<file path="config.mk">
export PLATFORM = sky130hd
export DESIGN_NAME = seg_xlate
export DESIGN_NICKNAME = d
export VERILOG_FILES = /design/src/rtl/seg_xlate_pkg.sv /design/src/rtl/seg_bank.sv /design/src/rtl/seg_boot_flag.sv /design/src/rtl/seg_calc.sv /design/src/rtl/seg_xlate.sv
export SDC_FILE = /design/constraint.sdc
export NUM_CORES = 1
export LEC_CHECK = 0
export ABC_CLOCK_PERIOD_IN_PS = 3490
export CORE_UTILIZATION = 65
export CTS_BUF_LIST = sky130_fd_sc_hd__clkbuf_4
export CTS_CLUSTER_SIZE = 28
export DETAILED_ROUTE_END_ITERATION = 10
export DONT_BUFFER_PORTS = 1
export PLACE_DENSITY = 0.86
export SYNTH_ARGS = -nofsm -noshare
export SYNTH_HDL_FRONTEND = slang
export SYNTH_SLANG_ARGS = --single-unit
</file>
<file path="constraint.sdc">
create_clock -name clk -period 3.49 [get_ports clk]
set_input_delay 0.1745 -clock clk [delete_from_list [all_inputs] [get_ports clk]]
set_output_delay 0.1745 -clock clk [all_outputs]
set_load 0.02 [all_outputs]
</file>
<file path="src/rtl/seg_xlate_pkg.sv">
package seg_xlate_pkg;
  localparam int unsigned XL_SEG_W   = 24;
  localparam int unsigned XL_FIELD_W = 12;
  localparam int unsigned XL_SHIFT   = 9;
  localparam logic [XL_SEG_W-1:0] XL_BOOT_BASE = 24'hFFFE00;
  localparam logic [XL_SEG_W-1:0] XL_RUN_BASE  = 24'hFFF000;
endpackage

</file>
<file path="src/rtl/seg_bank.sv">
module seg_bank #(
  parameter int unsigned NUM_SEG = 4,
  parameter int unsigned SEG_W   = 24,
  parameter int unsigned DATA_W  = 16,
  parameter int unsigned OFF_W   = 3
) (
  input  logic                            clk,
  input  logic                            rst,
  input  logic                            wr,
  input  logic [OFF_W-1:0]                off,
  input  logic [DATA_W-1:0]               data,
  output logic [NUM_SEG-1:0][SEG_W-1:0]   segs
);
  localparam int unsigned HI_W = SEG_W - DATA_W;

  for (genvar g = 0; g < NUM_SEG; g++) begin : g_seg
    logic hit;
    assign hit = wr && (off[OFF_W-1:1] == (OFF_W-1)'(g));

    always_ff @(posedge clk) begin
      if (rst) begin
        segs[g] <= '0;
      end else if (hit) begin
        if (off[0]) segs[g][DATA_W-1:0]     <= data;
        else        segs[g][SEG_W-1:DATA_W] <= data[HI_W-1:0];
      end
    end
  end
endmodule

</file>
<file path="src/rtl/seg_boot_flag.sv">
module seg_boot_flag #(
  parameter int unsigned DATA_W = 16
) (
  input  logic              clk,
  input  logic              rst,
  input  logic              init_wr,
  input  logic [DATA_W-1:0] init_data,
  output logic              boot
);
  always_ff @(posedge clk) begin
    if (rst)          boot <= 1'b1;
    else if (init_wr) boot <= init_data[0];
  end
endmodule

</file>
<file path="src/rtl/seg_calc.sv">
module seg_calc #(
  parameter int unsigned NUM_SEG = 4,
  parameter int unsigned SEG_W   = 24,
  parameter int unsigned FIELD_W = 12,
  parameter int unsigned SHIFT   = 9,
  parameter int unsigned CPU_AW  = 23,
  parameter int unsigned BUS_AW  = 22,
  parameter logic [SEG_W-1:0] BOOT_BASE = 24'hFFFE00,
  parameter logic [SEG_W-1:0] RUN_BASE  = 24'hFFF000
) (
  input  logic [CPU_AW-1:0]             cpu_addr,
  input  logic [NUM_SEG-1:0][SEG_W-1:0] segs,
  input  logic                          boot,
  output logic [BUS_AW-1:0]             bus_addr
);
  localparam int unsigned SEL_W  = $clog2(NUM_SEG);
  localparam int unsigned KEEP_W = BUS_AW - 1;

  logic [SEL_W-1:0]   sel;
  logic [FIELD_W-1:0] base;
  logic [KEEP_W-1:0]  offs;
  logic [KEEP_W-1:0]  sum;

  assign sel = cpu_addr[CPU_AW-2 -: SEL_W];

  always_comb begin
    if (cpu_addr[CPU_AW-1]) base = segs[sel][FIELD_W-1:0];
    else if (boot)          base = BOOT_BASE[FIELD_W-1:0];
    else                    base = RUN_BASE[FIELD_W-1:0];
  end

  assign offs     = KEEP_W'({base, {SHIFT{1'b0}}});
  assign sum      = cpu_addr[KEEP_W-1:0] + offs;
  assign bus_addr = {sum[KEEP_W-1], sum};
endmodule

</file>
<file path="src/rtl/seg_xlate.sv">
module seg_xlate
  import seg_xlate_pkg::*;
#(
  parameter int unsigned NUM_SEG = 4,
  parameter int unsigned CPU_AW  = 23,
  parameter int unsigned BUS_AW  = 22,
  parameter int unsigned DATA_W  = 16,
  parameter int unsigned OFF_W   = $clog2(NUM_SEG) + 1
) (
  input  logic              clk,
  input  logic              rst,
  input  logic [CPU_AW-1:0] cpu_addr,
  input  logic              reg_wr,
  input  logic [OFF_W-1:0]  reg_off,
  input  logic [DATA_W-1:0] reg_data,
  input  logic              init_wr,
  input  logic [DATA_W-1:0] init_data,
  output logic [BUS_AW-1:0] bus_addr
);
  logic [NUM_SEG-1:0][XL_SEG_W-1:0] segs;
  logic                             boot;

  seg_bank #(
    .NUM_SEG(NUM_SEG), .SEG_W(XL_SEG_W), .DATA_W(DATA_W), .OFF_W(OFF_W)
  ) bank_i (
    .clk(clk), .rst(rst), .wr(reg_wr), .off(reg_off), .data(reg_data), .segs(segs)
  );

  seg_boot_flag #(.DATA_W(DATA_W)) flag_i (
    .clk(clk), .rst(rst), .init_wr(init_wr), .init_data(init_data), .boot(boot)
  );

  seg_calc #(
    .NUM_SEG(NUM_SEG), .SEG_W(XL_SEG_W), .FIELD_W(XL_FIELD_W), .SHIFT(XL_SHIFT),
    .CPU_AW(CPU_AW), .BUS_AW(BUS_AW),
    .BOOT_BASE(XL_BOOT_BASE), .RUN_BASE(XL_RUN_BASE)
  ) calc_i (
    .cpu_addr(cpu_addr), .segs(segs), .boot(boot), .bus_addr(bus_addr)
  );
endmodule

</file>
==> summary.md <==
| Metric | Value |
|---|---|
| Status | `completed` |
| Row count | `22` |
| Cell count after synthesis | `325` |
| Nets | `396` |
| Largest net degree at the start of global routing | `50` |
| CTS tree | `yes` |
| Slew Viols, Final | `0` |
| IO Port Bufs | `0` |
| Worst Path Max Fanout | `3` |
| Share of cells above drive strength 1 | `0.06211` |
| Finished Layout Cells | `370` |
| Synth unique cells | `40` |
| Gr ovfl total | `0` |
| Maximum VDD drop | `0.0003492 V` |
| Root buffer cell | `clkbuf_4` |
| Clock latency on the worst-skew pair | `0.34 ns` |
| Setup Crit Path Kind | `flop to primary output` |
| #FFs+latches synth | `49` |
| Total wire length | `5696 microns` |
| Final period utilization | `0.9390` |
| Syn nets | `399` |
| Sequential fraction of the synthesis area | `0.3721` |
| TritonCTS Buffers | `5` |
| Finished Core Util | `0.7376` |
| Die width | `65.69 microns` |
| Yosys top cell by area | `dfxtp_1` |
| Total power | `0.0009680 W` |
| Setup Skew | `0 ns` |
| Post-DRT Antenna Nets | `0` |
| P&R area growth vs syn | `5.506%` |
| Core footprint | `3771 sq um` |
| Pwr per Cell Area | `348.0 nW/um^2` |
| Max Fclk | `0.3052 GHz` |
| Min-Delay Path Depth | `2` |
| Async SR Flop Fraction | `0` |
| Final TNS setup | `0 ns` |
| RSZ-0062 raised after global routing | `false` |
| GPL Wtd Cong | `0.7542` |
| Post-synth EDFFs | `0` |
| CP Capture Type | `primary output` |
| Post-layout minimum cycle time | `3.277 ns` |
| Num ports | `84` |
| Post-CTS Repair Setup Buffers | `0` |
| Post-route cell area | `2781 sq um` |
| Area share of the largest cell type after synthesis | `0.3721` |
| First-pass GRT wire length | `9156 microns` |
| CP arrival | `3.10 ns` |
| Max-cap viol count | `0` |
| Initial antenna violation count | `0` |
| Number of DRC markers in iteration 0 | `111` |
| Syn Area/Cell | `8.112 sq um` |
| Startpoint Class | `flop` |
| WL/cell | `15.39 microns` |
| Via/cell ratio | `5.849` |
| Max clock buf depth | `2` |
| Main synth FF type | `dfxtp_1` |
| Post-DP HPWL | `3754 microns` |
| Fin. Hold Viols | `0` |
| Final Setup Violations | `0` |
| R2R depth | `3` |
| Relative slew margins | `0.5437` |
| Synthesis warning total | `0` |
| Hold Crit Class | `input port to flop` |
| Slowest CP cell | `mux4_2` |
| Slowest cell delay on critical path | `0.48 ns` |
| Vias in the first global route | `2,034` |
| Die ar. | `4315 sq um` |
| Die Y-Extent | `65.69 microns` |
| Clock-pin slew on the worst setup and hold paths | `0.12 ns` |
| Vias post-DR | `2,164` |
| H-tree Lvls | `2` |
| Worst path required time | `3.32 ns` |
| CTS sink cnt | `49` |
| Critical path cell sequence | `mux4_2 > and2_1 > ha_1 > inv_1 > fa_1 > nor2b_4 > o31a_1 > or2_1 > a221o_1 > xor2_1` |
| Area post-placement | `2562 sq um` |
| Leak | `1.023 nW` |
| Synth top area cells | `dfxtp_1 (37%), nand2_1 (15%), a21oi_1 (9.9%)` |
| Placed Cells incl. Taps | `347` |
| All-Layer GR Usage | `0.2868` |
| Actual slew at the worst max-slew pin | `0.6824 ns` |
| Synthesized area | `2636 sq um` |
| Antenna cells | `0` |
| DR pass1 iterations | `4` |
| Starting density of the core | `0.6991` |
| Residual DRC count | `0` |
registers in the layout (all words and copies together), names as in the netlist:
signal / count
bank_i.segs: 48
flag_i.boot: 1
kinds of logic (layout without fill, tap and decap cells):
| family | count (synthesis) | in the layout | synth area share |
|---|---|---|---|
| buffers and inverters | 33 | 30 | 0.06360 |
| XOR/XNOR | 10 | 10 | 0.03322 |
| flip-flops | 49 | 49 | 0.3721 |
| AND/OR/NAND/NOR | 135 | 135 | 0.2164 |
| adder cells (fa/ha/maj) | 12 | 12 | 0.05980 |
| multiplexers | 14 | 14 | 0.1011 |
| AO/OA/AOI/OAI | 72 | 72 | 0.1538 |
per-stage QoR:
stage / hold WS [ns] / setup slack [ns]
global placement: 0.2474 / 0.6543
CTS: 0.1038 / 0.2019
finish: 0.1207 / 0.2130
global route: 0.09352 / 0.06617
floorplan: 0.2924 / 0.4419
detailed placement: 0.2501 / 0.6184
synthesized netlist by cell type, types with 2 or more instances:
cell type / count
mux4_2: 10
nor2b_1: 2
nand2_1: 107
a21o_1: 3
xnor2_1: 6
o211ai_1: 2
buf_4: 11
nand4_1: 2
ha_1: 11
nand3_1: 2
a21oi_1: 52
a31oi_1: 3
and2_1: 10
xor2_1: 4
clkbuf_1: 14
buf_2: 2
inv_1: 5
nor2_1: 5
o21ai_0: 3
mux2i_1: 3
dfxtp_1: 49
critical path: cells and delay by family (launching register included):
family                     cells  cell delay (ns)
muxes                          1             0.48
AOI/OAI and AO/OA              2             0.59
xor gates and xnor gates       1             0.37
buffers and inverters          1             0.07
adders and majority gates      2             0.45
DFF                            1             0.33
and+or+nand+nor                3             0.48
timing repair:
item | CTS | global route
gates resized for setup | 0 | 0
hold buffers | 16 | 0
endpoints found under the hold margin | 49 | 0
endpoints found under the setup margin | 0 | 0
cell usage in the layout (no fill, tap or decap), types with 2 or more instances in the layout:
cell type	n
a21o_1	3
a21oi_1	52
a31oi_1	3
and2_1	10
buf_4	2
clkbuf_4	6
dfxtp_1	49
dlygate4sd3_1	15
ha_1	11
inv_1	5
mux2i_1	3
mux4_2	10
nand2_1	107
nand3_1	2
nand4_1	2
nor2_1	5
nor2b_1	2
o211ai_1	2
o21ai_0	3
xnor2_1	6
xor2_1	4
where the power goes:
| group | leakage [nW] | switching, W | internal, W |
|---|---|---|---|
| Clock | 0.0292 | 0.000159 | 0.0000813 |
| Sequential | 0.397 | 0.00000625 | 0.000572 |
| Combinational | 0.597 | 0.0000885 | 0.0000611 |
final cells by class:
cell class / count / area, sq um
clock buffer: 6 / 45.04
timing repair buffer: 18 / 185.2
sequential: 49 / 980.9
clock inverter: 1 / 3.754
inverter: 5 / 18.77
tap: 48 / 60.06
fill: 298 / 989.7
multi-input combinational: 243 / 1488
path summary, 6_finish.rpt:
check | slack (ns) | end | from
setup / recovery | 0.21 | bus_addr[17] | bank_i.segs[72]
hold / removal | 0.12 | bank_i.segs[29] | rst
setup reg to reg | 2.15 | flag_i.boot | flag_i.boot
hold reg to reg | 0.46 | bank_i.segs[0] | bank_i.segs[0]
routing by layer:
layer	track usage	vias up	wire, microns
met2	0.4796	75	2929
met5	0	-	0
met1	0.3481	998	2315
li1	-	1085	-
met4	0.1440	0	60
met3	0.05556	6	391
Power figures use the tool's default switching activity.
